==> src/rtl/rxr_pkg.sv <==
package rxr_pkg;
  localparam int WORD_W  = 32;
  localparam int OWN_BIT = 31;
  localparam int SIZE_LSB = 16;

  typedef enum logic [2:0] {
    SEL_D0   = 3'd0,
    SEL_D1   = 3'd1,
    SEL_D2   = 3'd2,
    SEL_D3   = 3'd3,
    SEL_DATA = 3'd4
  } memSel_e;

  typedef enum logic [3:0] {
    S_IDLE, S_QSEL, S_READ, S_EVAL, S_FILL,
    S_WDATA, S_WCNT, S_WSTAT, S_DONE, S_DROP
  } state_e;

  typedef struct packed {
    memSel_e sel;
    logic    loadFrame;
    logic    loadWalk;
    logic    capWord;
    logic    advance;
    logic    startPack;
    logic    takeByte;
    logic    flushWord;
  } ctrlStrb_t;

  typedef struct packed {
    logic walkZero;
    logic descOk;
    logic atHead;
    logic lenZero;
    logic lastByte;
    logic wordEnd;
    logic noneLeft;
  } dpStat_t;
endpackage

==> src/rtl/rxr_datapath.sv <==
module rxr_datapath
  import rxr_pkg::*;
#(
  parameter int NQ    = 4,
  parameter int LEN_W = 16,
  localparam int QW   = (NQ > 1) ? $clog2(NQ) : 1
) (
  input  logic                 clk,
  input  logic                 rstN,
  input  ctrlStrb_t            strb,
  input  logic [QW-1:0]        qSel,
  input  logic                 hdrShift,
  input  logic [LEN_W-1:0]     frmLen,
  input  logic [7:0]           inData,
  input  logic [NQ*WORD_W-1:0] walkPtrs,
  input  logic [NQ*WORD_W-1:0] headPtrs,
  input  logic [WORD_W-1:0]    memRdata,
  output logic [WORD_W-1:0]    memAddr,
  output logic [WORD_W-1:0]    memWdata,
  output logic [3:0]           memBe,
  output logic [WORD_W-1:0]    walkNext,
  output dpStat_t              stat
);
  localparam int SIZE_W = WORD_W - SIZE_LSB;

  logic [WORD_W-1:0] walkArr [NQ];
  logic [WORD_W-1:0] headArr [NQ];

  for (genvar g = 0; g < NQ; g++) begin : g_unpack
    assign walkArr[g] = walkPtrs[g*WORD_W +: WORD_W];
    assign headArr[g] = headPtrs[g*WORD_W +: WORD_W];
  end

  logic [WORD_W-1:0] walkSel, headSel;
  assign walkSel = walkArr[qSel];
  assign headSel = headArr[qSel];

  logic [LEN_W-1:0]  lenReg, bytesLeft;
  logic              offReg;
  logic [WORD_W-1:0] curAddr, cmdReg, bufReg, nextReg, wordAddr, wordData;
  logic [SIZE_W-1:0] sizeReg;
  logic [1:0]        lane;
  logic [3:0]        wordBe;

  logic [WORD_W-1:0] startAddr;
  logic [15:0]       countVal;
  assign startAddr = bufReg + (offReg ? 32'd2 : 32'd0);
  assign countVal  = 16'(lenReg) + (offReg ? 16'd2 : 16'd0);

  always_ff @(posedge clk or negedge rstN) begin
    if (!rstN) begin
      lenReg    <= '0;
      bytesLeft <= '0;
      offReg    <= 1'b0;
      curAddr   <= '0;
      cmdReg    <= '0;
      sizeReg   <= '0;
      bufReg    <= '0;
      nextReg   <= '0;
      wordAddr  <= '0;
      wordData  <= '0;
      wordBe    <= '0;
      lane      <= '0;
    end else begin
      if (strb.loadFrame) begin
        lenReg    <= frmLen;
        bytesLeft <= frmLen;
        offReg    <= hdrShift;
      end
      if (strb.loadWalk) curAddr <= walkSel;
      if (strb.advance)  curAddr <= nextReg;
      if (strb.capWord) begin
        case (strb.sel)
          SEL_D0:  cmdReg  <= memRdata;
          SEL_D1:  sizeReg <= memRdata[WORD_W-1:SIZE_LSB];
          SEL_D2:  bufReg  <= memRdata;
          default: nextReg <= memRdata;
        endcase
      end
      if (strb.startPack) begin
        wordAddr <= {startAddr[WORD_W-1:2], 2'b00};
        lane     <= startAddr[1:0];
        wordBe   <= '0;
      end
      if (strb.takeByte) begin
        wordData[{lane, 3'b000} +: 8] <= inData;
        wordBe[lane] <= 1'b1;
        lane         <= lane + 2'd1;
        bytesLeft    <= bytesLeft - 1'b1;
      end
      if (strb.flushWord) begin
        wordBe   <= '0;
        wordAddr <= wordAddr + 32'd4;
      end
    end
  end

  always_comb begin
    memBe    = 4'hF;
    memWdata = wordData;
    case (strb.sel)
      SEL_D0: begin
        memAddr  = curAddr;
        memWdata = cmdReg & ~(32'd1 << OWN_BIT);
      end
      SEL_D1: begin
        memAddr  = curAddr + 32'd4;
        memWdata = {sizeReg, countVal};
      end
      SEL_D2:  memAddr = curAddr + 32'd8;
      SEL_D3:  memAddr = curAddr + 32'd12;
      default: begin
        memAddr = wordAddr;
        memBe   = wordBe;
      end
    endcase
  end

  assign walkNext      = nextReg;
  assign stat.walkZero = (walkSel == '0);
  assign stat.descOk   = cmdReg[OWN_BIT] && (32'(sizeReg) >= 32'(lenReg));
  assign stat.atHead   = (nextReg == headSel);
  assign stat.lenZero  = (lenReg == '0);
  assign stat.lastByte = (bytesLeft == LEN_W'(1));
  assign stat.wordEnd  = (lane == 2'd3);
  assign stat.noneLeft = (bytesLeft == '0);
endmodule

==> src/rtl/rxr_ctrl.sv <==
module rxr_ctrl
  import rxr_pkg::*;
#(
  parameter int NQ  = 4,
  localparam int QW = (NQ > 1) ? $clog2(NQ) : 1
) (
  input  logic          clk,
  input  logic          rstN,
  input  logic          frmStart,
  input  logic          inValid,
  input  logic          memAck,
  input  dpStat_t       stat,
  output ctrlStrb_t     strb,
  output logic [QW-1:0] qSel,
  output logic          frmReady,
  output logic          inReady,
  output logic          memReq,
  output logic          memWe,
  output logic [NQ-1:0] walkWe,
  output logic          causeSet
);
  localparam logic [QW-1:0] LAST_Q = QW'(NQ - 1);

  state_e        state, nState;
  logic [QW-1:0] qIdx, nQ;
  logic [1:0]    rdIdx, nRd;

  always_ff @(posedge clk or negedge rstN) begin
    if (!rstN) begin
      state <= S_IDLE;
      qIdx  <= '0;
      rdIdx <= '0;
    end else begin
      state <= nState;
      qIdx  <= nQ;
      rdIdx <= nRd;
    end
  end

  assign qSel = qIdx;

  always_comb begin
    strb     = '0;
    strb.sel = SEL_D0;
    nState   = state;
    nQ       = qIdx;
    nRd      = rdIdx;
    frmReady = 1'b0;
    inReady  = 1'b0;
    memReq   = 1'b0;
    memWe    = 1'b0;
    walkWe   = '0;
    causeSet = 1'b0;
    case (state)
      S_IDLE: begin
        frmReady = 1'b1;
        if (frmStart) begin
          strb.loadFrame = 1'b1;
          nQ     = '0;
          nState = S_QSEL;
        end
      end
      S_QSEL: begin
        if (stat.walkZero) begin
          if (qIdx == LAST_Q) nState = S_DROP;
          else nQ = qIdx + 1'b1;
        end else begin
          strb.loadWalk = 1'b1;
          nRd    = '0;
          nState = S_READ;
        end
      end
      S_READ: begin
        memReq   = 1'b1;
        strb.sel = memSel_e'({1'b0, rdIdx});
        if (memAck) begin
          strb.capWord = 1'b1;
          if (rdIdx == 2'd3) nState = S_EVAL;
          else nRd = rdIdx + 2'd1;
        end
      end
      S_EVAL: begin
        if (stat.descOk) begin
          strb.startPack = 1'b1;
          nState = stat.lenZero ? S_WCNT : S_FILL;
        end else if (stat.atHead) begin
          if (qIdx == LAST_Q) nState = S_DROP;
          else begin
            nQ     = qIdx + 1'b1;
            nState = S_QSEL;
          end
        end else begin
          strb.advance = 1'b1;
          nRd    = '0;
          nState = S_READ;
        end
      end
      S_FILL: begin
        inReady = 1'b1;
        if (inValid) begin
          strb.takeByte = 1'b1;
          if (stat.wordEnd || stat.lastByte) nState = S_WDATA;
        end
      end
      S_WDATA: begin
        memReq   = 1'b1;
        memWe    = 1'b1;
        strb.sel = SEL_DATA;
        if (memAck) begin
          strb.flushWord = 1'b1;
          nState = stat.noneLeft ? S_WCNT : S_FILL;
        end
      end
      S_WCNT: begin
        memReq   = 1'b1;
        memWe    = 1'b1;
        strb.sel = SEL_D1;
        if (memAck) nState = S_WSTAT;
      end
      S_WSTAT: begin
        memReq   = 1'b1;
        memWe    = 1'b1;
        strb.sel = SEL_D0;
        if (memAck) nState = S_DONE;
      end
      S_DONE: begin
        walkWe   = NQ'(1) << qIdx;
        causeSet = 1'b1;
        nState   = S_IDLE;
      end
      S_DROP: begin
        if (stat.noneLeft) nState = S_IDLE;
        else begin
          inReady = 1'b1;
          if (inValid) begin
            strb.takeByte = 1'b1;
            if (stat.lastByte) nState = S_IDLE;
          end
        end
      end
      default: nState = S_IDLE;
    endcase
  end
endmodule

==> src/rtl/rx_ring_engine.sv <==
module rx_ring_engine
  import rxr_pkg::*;
#(
  parameter int NQ    = 4,
  parameter int LEN_W = 16
) (
  input  logic                 clk,
  input  logic                 rstN,
  input  logic                 hdrShift,
  input  logic [NQ*WORD_W-1:0] walkPtrs,
  input  logic [NQ*WORD_W-1:0] headPtrs,
  output logic [NQ-1:0]        walkWe,
  output logic [WORD_W-1:0]    walkNext,
  output logic                 causeSet,
  input  logic                 frmStart,
  input  logic [LEN_W-1:0]     frmLen,
  output logic                 frmReady,
  input  logic                 inValid,
  input  logic [7:0]           inData,
  output logic                 inReady,
  output logic                 memReq,
  output logic                 memWe,
  output logic [WORD_W-1:0]    memAddr,
  output logic [3:0]           memBe,
  output logic [WORD_W-1:0]    memWdata,
  input  logic                 memAck,
  input  logic [WORD_W-1:0]    memRdata
);
  localparam int QW = (NQ > 1) ? $clog2(NQ) : 1;

  ctrlStrb_t     strb;
  dpStat_t       stat;
  logic [QW-1:0] qSel;

  rxr_ctrl #(.NQ(NQ)) u_ctrl (
    .clk(clk), .rstN(rstN), .frmStart(frmStart), .inValid(inValid),
    .memAck(memAck), .stat(stat), .strb(strb), .qSel(qSel),
    .frmReady(frmReady), .inReady(inReady), .memReq(memReq),
    .memWe(memWe), .walkWe(walkWe), .causeSet(causeSet)
  );

  rxr_datapath #(.NQ(NQ), .LEN_W(LEN_W)) u_dp (
    .clk(clk), .rstN(rstN), .strb(strb), .qSel(qSel), .hdrShift(hdrShift),
    .frmLen(frmLen), .inData(inData), .walkPtrs(walkPtrs),
    .headPtrs(headPtrs), .memRdata(memRdata), .memAddr(memAddr),
    .memWdata(memWdata), .memBe(memBe), .walkNext(walkNext), .stat(stat)
  );
endmodule

==> config.mk <==
export PLATFORM = sky130hd
export DESIGN_NAME = rx_ring_engine
export DESIGN_NICKNAME = d
export VERILOG_FILES = /design/src/rtl/rxr_pkg.sv /design/src/rtl/rxr_datapath.sv /design/src/rtl/rxr_ctrl.sv /design/src/rtl/rx_ring_engine.sv
export SDC_FILE = /design/constraint.sdc
export NUM_CORES = 1
export LEC_CHECK = 0
export BUFFER_PORTS_ARGS = -buffer_cell sky130_fd_sc_hd__buf_2
export CORE_AREA = 2 2 205 207
export DETAILED_ROUTE_END_ITERATION = 10
export DIE_AREA = 0 0 207 209
export SETUP_SLACK_MARGIN = 0.2
export SLEW_MARGIN = 20
export SYNTH_ARGS = -nofsm -noshare
export SYNTH_HDL_FRONTEND = slang
export SYNTH_HIERARCHICAL = 1
export SYNTH_SLANG_ARGS = --single-unit
==> constraint.sdc <==
create_clock -name clk -period 4.7 [get_ports clk]
set_input_delay 0.47 -clock clk [delete_from_list [all_inputs] [get_ports clk]]
set_output_delay 0.47 -clock clk [all_outputs]
set_load 0.01 [all_outputs]
Word level (Yosys, flattened, before mapping)
Index checks and enable logic that the tools add are counted.

storage, ports and cells
  register bits after elaboration = 255
  input port bits = 318
  output and inout port bits = 109

operators by class
  $add $sub $neg = 11
  $lt $le $gt $ge = 4
  equality and inequality tests = 34
  shift operators = 3
  muxes and demuxes = 78
  bitwise logic cells = 3
  reduce and logical (&&, ||, !) cells = 25

operators with widths
  kind                                                                     number
  32-bit 2-to-1 mux                                                        8
  32-bit binary-select mux with 2-bit select                               2
  32-bit case mux with 4 select lines                                      1
  4-bit 2-to-1 mux                                                         21
  32-bit by 3-bit adder with 32-bit output (second input constant)         2
  32-bit by 4-bit adder with 32-bit output (second input constant)         2
  32-bit case mux with 2 select lines                                      1
  4-bit case mux with 9 select lines                                       1
  2-bit 2-to-1 mux                                                         17
  32-bit adder                                                             1
  32-bit bitwise mux                                                       1
  32-bit equality test                                                     1
  16-bit logical NOT                                                       2
  32-bit logical NOT                                                       1
  16-bit 2-to-1 mux                                                        2
  8-bit by 7-bit variable shift with 32-bit output (first input constant)  1
  8-bit by 7-bit variable part select with 32-bit output                   1
  2-bit != test (second input constant)                                    12
  1-bit 2-to-1 mux                                                         18
  16-bit adder                                                             1
  16-bit by 1-bit equality test with 1-bit output (second input constant)  1
  4-bit by 3-bit equality test with 1-bit output (second input constant)   4
  16-bit greater-or-equal comparator                                       1
  16-bit by 1-bit subtractor with 16-bit output (second input constant)    1
  34 further kinds                                                         55

Longest topological paths before layout
Gate-level depths: netlist (run 1).

  depth after elaboration = 12
  gate-level depth with buffers = 18
  depth with buffers taken out = 16

Cells and area by module
The synthesis (run 1) kept the hierarchy.

by module, submodules not included
  module        times used  cells an instance  area an instance (µm²)
  rxr_datapath  1           1503               15409.8
  rxr_ctrl      1           109                824.5

Worst setup path before layout (run 1)
Ideal clock, no wire load.

  path kind = register to output
  from = reg u_ctrl.state[1]
  to = out memAddr[17]
  arrival time = 3.557 ns
  path slack = 0.673 ns
  stages on the path, launching flop included = 15
  path buffers = 5
  cells stage by stage = dfrtp_1 buf_2 nand2b_1 nor2_1 clkbuf_1 buf_1 clkbuf_1 clkbuf_1 nor2_1 ha_1 a21o_1 a31oi_1 nor2_1 nand2_1 o311ai_0

RTL lines
  element                 line                  source
  start, declared         rxr_ctrl.sv:24        state_e state, nState;
  start signal, assigned  rxr_ctrl.sv:34        state <= nState;
  end, declared           rx_ring_engine.sv:23  output logic [WORD_W-1:0] memAddr,

==> results_dict.tcl, run 1 <==
set metrics [dict create \
    status "completed" \
    die_width_um 207 \
    synth.largest_area_cell "dfrtp_1" \
    min_to "u_dp/offReg$_DFFE_PN0P_" \
    std_cell_rows 75 \
    cap_violations 0 \
    vias 15000 \
    grt_pass1_wl_um 98500 \
    synth_common_cells "dfrtp_1 (253), nand2_1 (184), o21ai_0 (137), mux2_2 (114), nor2_1 (87)" \
    timing.setup.tns_ns 0 \
    drv_slew 0 \
    reg2reg_slack_ns 0.72 \
    antenna_found_initial 8 \
    cp-start-kind "flip-flop" \
    dr.first_iter.drc_count 1441 \
    avgSynthCellArea_um2 10.1 \
    rr_endpoint "u_ctrl/qSel[0]$_DFFE_PN0P_" \
    clockRootBuffer "clkbuf_16" \
    cp-end-kind "output port" \
    ys.flop_type "dfrtp_1" \
    power_mw 6.88 \
    clock.fmax_mhz 234 \
    critPathSlowestCell "dfrtp_1" \
    clkLatencyLatePin_ns 0.57 \
    layout_worst_path_cycle_share_pct 90.8 \
    required_ns 4.23 \
    drive_above_1_share_pct 35.4 \
    drt_wl_total_um 67600 \
    syn_nets 1967 \
    min_path_cells 2 \
    skew_ns 0.0170 \
    top_layer_used "met5" \
    dieHeight_um 209 \
    grt_max_degree 115 \
    cellLeakagePower_nw 9.14 \
    dp_hpwl_um 53700 \
    overflow 0 \
    ir_worst_vdd_mv 0.299 \
    drc 0 \
    final_antenna_net_count 0 \
    r2r_cells 10 \
    wl_met1_um 28200 \
    hold_viol_final 0 \
    cts_inserted_buffers 29 \
    ioPinCount 427 \
    tritoncts "done" \
    worst_slew_pin_slew_ns 1.06 \
    syn_to_final_growth_pct 23.7 \
    cp_slowest_stage_delay_ns 0.69 \
    post_drt_wl_per_cell_um 26.2 \
    synth_top_area_share_pct 39.0 \
    synthTopCellsByArea "dfrtp_1 (39%), mux4_2 (8.0%), mux2_2 (7.9%)" \
    dr.pass1.iters 5 \
    start_util_pct 39.3 \
    hold_class "in -> reg" \
    critPathMaxFanout 15 \
    hold_start "hdrShift" \
    synth-async-reset-ratio_pct 100 \
    cts.sinks 253 \
    synth-edff-count 0 \
    yosysUniqueCellTypes 85 \
    synth_seq_cells 253 \
    vias_per_cell 5.83 \
    rsz0062_at_grt "false" \
    relSlewSlack_pct 28.8 \
    grt_pass1_vias 14900 \
    clkTransAtPathRegs_ns 0.06 \
    worstPathArrival_ns 3.80 \
    synth-seq-area-share_pct 39.0 \
    yosys_warnings 6 \
    wl_met2_um 31200 \
    netlist_area_um2 16200 \
    post-route-min-period_ns 4.27 \
    critPathKind "reg -> out" \
    fin_util_pct 48.6 \
    port_buffers 426 \
    p_per_area_nw_per_um2 342 \
    worstPathCellList "nand2b_1 > nor2_4 > nor2_1 > ha_1 > a21o_1 > a31oi_1 > nor2_1 > nand3_1 > nor3b_1 > o31ai_1 > buf_2" \
    setup_viol_count_final 0 \
    crit_path_frequent_cell "nor2_1" \
    grt_usage_pct 30.4 \
    netlist_instances 1612 \
    die_area_um2 43300 \
    core_um2 41300 \
    dr_wl_met3_um 5320 \
    cts.path.max_buffers 3 \
    nets 2370 \
    worstReg2RegStart "u_ctrl/qSel[1]$_DFFE_PN0P_" \
    nFillCells 3943 \
    htreeDepth 1 \
    gp_congestion 0.959 \
    synth_most_common_cell "dfrtp_1" \
]
## kinds of logic (layout without fill, tap and decap cells)
family	Yosys count	count (layout)	synth area share, %
compound gates	326	326	12.7
xor+xnor	104	104	5.61
fa+ha+maj	37	37	2.90
buf+inv	131	557	3.26
flops	253	253	39.0
mux	243	243	20.4
other cells	0	1	0
simple gates	518	518	16.1
## power by group
group | switching [mW] | internal (mW)
Clock | 0.975 | 1.47
Sequential | 0.211 | 2.39
Combinational | 1.13 | 0.709
## placed cells by master (no fill, tap or decap), drive strengths merged, types with 5 or more instances in the layout
cell type    n
or2          7
mux2i       69
buf        461
nor3b        5
mux4        58
xnor2       48
and3        21
nor4b        5
a31oi       14
dfrtp      253
and2         8
inv         41
o22ai        6
a21o        11
xor2        56
or3          9
a221oi       8
a211o        6
nor4        38
ha          36
nor3        36
a211oi      11
a22o        33
nand2b      21
o21ai      141
a22oi        5
clkinv       9
nor2        88
a221o        7
nand3       39
nand4       35
clkbuf      39
o211ai       7
o31ai        5
nor2b        6
mux2       116
nand2      184
a21oi       47
## registers in the layout, indices dropped and copies added, names as in the netlist, 4 cells and up
signal	flops
u_dp/sizeReg	16
u_dp/cmdReg	32
u_dp/curAddr	32
u_dp/wordBe	4
u_dp/bufReg	32
u_dp/bytesLeft	16
u_dp/lenReg	16
u_ctrl/state	4
u_dp/walkNext	32
u_dp/wordData	32
u_dp/wordAddr	30
## what timing repair did
| item | 4_1_cts | 5_1_grt |
|---|---|---|
| hold endpoints to repair | 41 | 0 |
| hold buffers | 1 | 0 |
| buffers inserted | 0 | 1 |
| resized for setup | 1 | 3 |
| setup endpoints to repair | 1 | 11 |
| pin swaps | 0 | 1 |
## critical path: cells and delay by family (launching register included)
family / cells / cell delay [ns]
simple gates: 6 / 1.21
compound gates: 3 / 0.85
buf+inv: 1 / 0.20
fa+ha+maj: 1 / 0.29
flops: 1 / 0.69
## layout make-up
type | count | area, um2 | area share [%]
Antenna cell | 1 | 2.50 | 0.0125
Clock buffer | 39 | 833 | 4.15
Clock inverter | 15 | 199 | 0.990
Inverter | 41 | 154 | 0.766
Multi-Input combinational cell | 1228 | 9440 | 47.0
Sequential cell | 253 | 6340 | 31.6
Tap cell | 539 | 674 | 3.36
Timing Repair Buffer | 462 | 2440 | 12.1
## worst max-delay path by stage
stage	start	slack, ns	depth (start not counted)	endpoint
3_5_place_dp	u_ctrl/state[3]$_DFFE_PN0P_	0.76	11	memAddr[17]
4_1_cts	u_ctrl/state[3]$_DFFE_PN0P_	0.22	12	memAddr[25]
5_1_grt	u_ctrl/state[2]$_DFFE_PN0P_	0.19	12	memAddr[27]
6_report	u_ctrl/state[3]$_DFFE_PN0P_	0.43	11	memAddr[27]
3_3_place_gp	u_ctrl/state[2]$_DFFE_PN0P_	0.82	11	memAddr[17]
2_1_floorplan	u_ctrl/state[1]$_DFFE_PN0P_	0.67	14	memAddr[17]
## per-layer routing
| metal | vias up | track usage [%] |
|---|---|---|
| met2 | 675 | 49.0 |
| met4 | 6 | 10.7 |
| met1 | 7469 | 40.2 |
| li1 | 6767 | - |
| met3 | 118 | 7.05 |
| met5 | - | 0 |
## stage by stage
step / cells / hold slack, ns / instance area [um2] / setup slack, ns
2_1_floorplan: 1612 / 0.174 / 16200 / 0.673
3_3_place_gp: 2521 / 0.488 / 19000 / 0.825
3_5_place_dp: 2521 / 0.495 / 19000 / 0.765
4_1_cts: 2576 / 0.123 / 20100 / 0.217
5_1_grt: 2577 / 0.130 / 20100 / 0.189
6_report: 2578 / 0.138 / 20100 / 0.434
(Power assumes the default switching activity.)
==> inputs of run 2 (changes only) <==
--- a/config.mk
+++ b/config.mk
@@ -6,9 +6,11 @@
 export NUM_CORES = 1
 export LEC_CHECK = 0
 export BUFFER_PORTS_ARGS = -buffer_cell sky130_fd_sc_hd__buf_2
-export CORE_AREA = 2 2 205 207
+export CORE_AREA = 2 2 177 179
+export CTS_CLUSTER_DIAMETER = 60
 export DETAILED_ROUTE_END_ITERATION = 10
-export DIE_AREA = 0 0 207 209
+export DIE_AREA = 0 0 179 181
+export PLACE_DENSITY = 0.81
 export SETUP_SLACK_MARGIN = 0.2
 export SLEW_MARGIN = 20
 export SYNTH_ARGS = -nofsm -noshare
==> run 2 against run 1 <==
  * First-iteration DRC count up 14%
  * Largest power group unchanged
  * Clock skew down 0.0073 ns
  * Global-route usage grew 9.8 points
  * Highest routed layer unchanged
  * Worst setup slack got worse by 0.10 ns
==> results_dict.tcl, run 2 (same netlist as run 1, synthesis figures left out) <==
set metrics [dict create \
    antenna_found_initial 7 \
    worstReg2RegStart "u_dp/bytesLeft[0]$_DFFE_PN0P_" \
    grt_pass1_wl_um 95900 \
    critPathSlowestCell "dfrtp_1" \
    gp_congestion 1.01 \
    hold_class "in -> reg" \
    post-cts-setup-buffers 0 \
    seq_area_um2 6340 \
    relSlewSlack_pct 29.9 \
    clkTransAtPathRegs_ns 0.06 \
    final_antenna_net_count 0 \
    skew_ns 0.00970 \
    rsz0062_at_grt "false" \
    mostFrequentLayoutCells "buf_2 (425), dfrtp_1 (250), nand2_1 (184)" \
    std_cell_rows 64 \
    grt_pass1_vias 15000 \
    cellLeakagePower_nw 9.05 \
    layout_worst_path_cycle_share_pct 93.0 \
    critPathKind "reg -> out" \
    cts.path.max_buffers 3 \
    nets 2367 \
    core_um2 30300 \
    vias 15600 \
    dr_wl_met3_um 7420 \
    cts_inserted_buffers 27 \
    die_area_um2 32400 \
    fin_util_pct 65.1 \
    clockRootBuffer "clkbuf_16" \
    dp_cells 2377 \
    dieHeight_um 181 \
    worstPathCellList "nand2b_1 > nor2_4 > nor2_1 > ha_1 > a21o_1 > a31oi_1 > nor3_1 > buf_4 > nor2_1 > o21ai_0 > o311ai_0 > buf_2" \
    cts.sinks 253 \
    crit_start "u_ctrl/state[3]$_DFFE_PN0P_" \
    dp_hpwl_um 52000 \
    power_mw 6.58 \
    dr.pass1.iters 8 \
    critical-path-top-delay-family "simple AND/OR/NAND/NOR gates" \
    post_drt_wl_per_cell_um 27.3 \
    cp-end-kind "output port" \
    wl_met1_um 24800 \
    tritoncts "done" \
    setup_viol_count_final 0 \
    crit_path_frequent_cell "nor2_1" \
    start_util_pct 53.5 \
    timing.setup.tns_ns 0 \
    drc 0 \
    p_per_area_nw_per_um2 333 \
    port_buffers 426 \
    fin_cells 2432 \
    ir_worst_vdd_mv 0.259 \
    drv_slew 0 \
    grt_max_degree 134 \
    clock.fmax_mhz 229 \
    final_common_cell "buf_2" \
    cp_slowest_stage_delay_ns 0.72 \
    drt_wl_total_um 66300 \
    multiInputGateArea_um2 9440 \
    worstPathArrival_ns 3.90 \
    die_width_um 179 \
    nFillCells 2444 \
    wl_met2_um 29400 \
    cp-start-kind "flip-flop" \
    top_layer_used "met5" \
    cap_violations 0 \
    worst_slew_pin_slew_ns 1.04 \
    clkLatencyLatePin_ns 0.53 \
    ioPinCount 427 \
    vias_per_cell 6.42 \
    hold_start "hdrShift" \
    htreeDepth 1 \
    drive_above_1_share_pct 35.0 \
    post-route-min-period_ns 4.37 \
    syn_to_final_growth_pct 21.7 \
    dr.first_iter.drc_count 1644 \
    overflow 0 \
    hold_viol_final 0 \
    critPathMaxFanout 15 \
    required_ns 4.23 \
    path_buf_inv 2 \
    grt_usage_pct 40.2 \
    status "completed" \
]
## run 2: path summary, 6_finish.rpt
| path | end | slack (ns) | cells past startpoint |
|---|---|---|---|
| setup / recovery | memAddr[17] | 0.33 | 12 |
| hold / removal | u_dp/offReg$_DFFE_PN0P_ | 0.20 | 2 |
| setup reg to reg | u_dp/bytesLeft[3]$_DFFE_PN0P_ | 0.69 | 13 |
| hold reg to reg | u_dp/wordData[31]$_DFFE_PN0P_ | 0.51 | 1 |
| max in group asynchronous | u_dp/bufReg[18]$_DFFE_PN0P_ | 3.02 | 4 |
| min in group asynchronous | u_dp/wordAddr[25]$_DFFE_PN0P_ | 0.44 | 2 |
## run 2: stage by stage
step | setup WS [ns] | hold WS, ns | area [um2]
6_report | 0.330 | 0.201 | 19800
2_1_floorplan | 0.673 | 0.174 | 16200
3_5_place_dp | 0.791 | 0.493 | 18800
5_1_grt | 0.242 | 0.207 | 19700
4_1_cts | 0.270 | 0.106 | 19700
3_3_place_gp | 0.872 | 0.485 | 18800
## run 2: area by class of cell
cell class	instances	share of cell area, %
sequential	253	32.1
timing repair buffer	461	12.4
inverter	41	0.779
multi-input combinational	1228	47.8
clock inverter	11	0.583
clock buffer	38	3.78
antenna	4	0.0507
tap	396	2.51
## run 2: layer usage
metal / vias up / track usage (%)
li1: 6771 / -
met1: 7613 / 51.9
met2: 1041 / 60.4
met3: 195 / 10.1
met4: 2 / 25.2
met5: - / 0
## run 2: worst register-to-register path, delay by kind of cell, from the launching register on
| kind | cells | cell delay, ns |
|---|---|---|
| AND/OR/NAND/NOR | 8 | 2.36 |
| adder cells (fa/ha/maj) | 1 | 0.21 |
| flip-flops | 1 | 0.42 |
| buffers and inverters | 2 | 0.63 |
| AO/OA/AOI/OAI | 2 | 0.23 |
## run 2: power breakdown
group / internal (mW) / leakage [nW] / switching, mW
registers: 2.39 / 3.23 / 0.226
logic: 0.711 / 5.40 / 1.15
clock network: 1.22 / 0.424 / 0.889
total: 4.32 / 9.05 / 2.26
## run 2: timing repair
item,4_1_cts,5_1_grt
hold buffers,0,1
endpoints found under the hold margin,0,52
endpoints found under the setup margin,0,9
gates resized for setup,0,4
==> inputs of run 3 (changes only) <==
--- a/config.mk
+++ b/config.mk
@@ -11,6 +11,7 @@
 export DETAILED_ROUTE_END_ITERATION = 10
 export DIE_AREA = 0 0 179 181
 export PLACE_DENSITY = 0.81
+export RECOVER_POWER = 100
 export SETUP_SLACK_MARGIN = 0.2
 export SLEW_MARGIN = 20
 export SYNTH_ARGS = -nofsm -noshare
==> run 3 against run 2 <==
  * The run now ends with capacitance limit, slew limit left
  * Utilization decreased by 0.81 points
  * Clock power about the same
  * Global-route usage unchanged
  * Via count is 0.17% lower
  * Count of clock-buffer cells in the layout stayed put
  * Wire length is essentially flat
==> results_dict.tcl, run 3 (same netlist as run 1, synthesis figures left out) <==
set metrics [dict create \
    status "complete, but fails checks" \
    violations "capacitance limit, slew limit" \
    syn_to_final_growth_pct 20.2 \
    grt_pass1_wl_um 95900 \
    hold_start "hdrShift" \
    hold_viol_final 0 \
    drive_above_1_share_pct 29.2 \
    antenna_found_initial 6 \
    start_util_pct 53.5 \
    cts.path.max_buffers 3 \
    tritoncts "done" \
    port_buffers 426 \
    die_width_um 179 \
    place_worst_setup_slack_ns 0.791 \
    p_per_area_nw_per_um2 334 \
    rsz0062_at_grt "false" \
    placed_area_um2 18800 \
    dp_hpwl_um 52000 \
    nets 2367 \
    dr.first_iter.drc_count 1865 \
    reg2reg_slack_ns 0.36 \
    die_area_um2 32400 \
    worstPathArrival_ns 3.91 \
    hold_class "in -> reg" \
    cellLeakagePower_nw 8.61 \
    drt_wl_total_um 66300 \
    worst_hold_slack_ns 0.206 \
    clock.fmax_mhz 228 \
    grt_usage_pct 40.2 \
    dr.pass1.iters 5 \
    fin_cells 2433 \
    timing.setup.tns_ns 0 \
    critPathKind "reg -> out" \
    skew_ns 0.0143 \
    drv_slew 90 \
    cap_violations 2 \
    min_to "u_dp/offReg$_DFFE_PN0P_" \
    setup_viol_count_final 0 \
    ir_worst_vdd_mv 0.253 \
    cts.sinks 253 \
    r2r_cells 15 \
    htreeDepth 1 \
    post-route-cell-area_um2 19500 \
    final_common_cell "buf_2" \
    worstPathCellList "nor2_4 > and3_1 > clkbuf_1 > or2_1 > buf_4 > nand2_1 > o21ai_0 > clkbuf_1" \
    vias 15600 \
    drc 0 \
    cp-start-kind "flip-flop" \
    layout_worst_path_cycle_share_pct 93.3 \
    cp_slowest_stage_delay_ns 1.09 \
    final_antenna_net_count 0 \
    mostFrequentLayoutCells "buf_2 (335), dfrtp_1 (250), nand2_1 (184)" \
    ioPinCount 427 \
    grt_max_degree 134 \
    rr_endpoint "u_dp/wordData[21]$_DFFE_PN0P_" \
    post_drt_wl_per_cell_um 27.3 \
    dp_cells 2377 \
    clkLatencyLatePin_ns 0.53 \
    critPathSlowestCell "or2_1" \
    gp_congestion 1.01 \
    nFillCells 2510 \
    final.setup.worst_slack_ns 0.317 \
    post-route-min-period_ns 4.38 \
    core_um2 30300 \
    critPathMaxFanout 41 \
    std_cell_rows 64 \
    worstReg2RegStart "u_dp/bytesLeft[0]$_DFFE_PN0P_" \
    min_path_cells 2 \
    cts_inserted_buffers 27 \
    worst_slew_pin_slew_ns 3.20 \
    vias_per_cell 6.41 \
    fin_util_pct 64.3 \
    cp-end-kind "output port" \
    grt_pass1_vias 15000 \
    clockRootBuffer "clkbuf_16" \
    overflow 0 \
    crit_path_frequent_cell "clkbuf_1" \
    clkTransAtPathRegs_ns 0.06 \
    required_ns 4.23 \
    dieHeight_um 181 \
    relSlewSlack_pct -113 \
    post-cts-setup-buffers 0 \
    power_mw 6.52 \
]
-- run 3: what timing repair did --
item	4_1_cts	5_1_grt
hold buffers	0	1
resized for setup	0	4
endpoints found under the hold margin	0	52
endpoints found under the setup margin	0	9
-- run 3: final cells by class --
class / count / area (um2) / share of cell area, %
multi-input combinational: 1228 / 9380 / 48.1
clock buffer: 38 / 747 / 3.83
timing repair buffer: 461 / 2270 / 11.6
antenna: 5 / 12.5 / 0.0641
clock inverter: 11 / 115 / 0.590
inverter: 41 / 154 / 0.789
sequential: 253 / 6340 / 32.5
tap: 396 / 495 / 2.54
-- run 3: report_power, final --
group | internal [mW] | total, mW | switching [mW]
registers | 2.39 | 2.61 | 0.225
clock network | 1.22 | 2.11 | 0.889
logic | 0.653 | 1.80 | 1.15
-- run 3: worst max path at each step --
| stage | from | end | slack, ns | cells after the start |
|---|---|---|---|---|
| 6_report | u_ctrl/state[3]$_DFFE_PN0P_ | memWdata[30] | 0.32 | 8 |
| 3_3_place_gp | u_ctrl/state[3]$_DFFE_PN0P_ | memAddr[15] | 0.87 | 11 |
| 4_1_cts | u_ctrl/state[3]$_DFFE_PN0P_ | memAddr[17] | 0.27 | 11 |
| 2_1_floorplan | u_ctrl/state[1]$_DFFE_PN0P_ | memAddr[17] | 0.67 | 14 |
| 5_1_grt | u_ctrl/state[3]$_DFFE_PN0P_ | memWdata[23] | 0.13 | 8 |
| 3_5_place_dp | u_dp/bytesLeft[0]$_DFFE_PN0P_ | u_dp/wordData[3]$_DFFE_PN0P_ | 0.79 | 14 |
-- run 3: layer usage --
layer  track usage, %  vias to the layer above  wire, um
li1                 -                     6765         -
met1             51.9                     7634     25100
met2             60.4                      996     29300
met3             10.1                      201      7230
met4             25.2                        0      4710
met5                0                        -         0
-- run 3: critical path: cells and delay by family, from the launching register on --
kind / cells / cell delay, ns
AND/OR/NAND/NOR: 4 / 1.62
flip-flops: 1 / 0.59
buffers and inverters: 3 / 1.03
AO/OA/AOI/OAI: 1 / 0.13
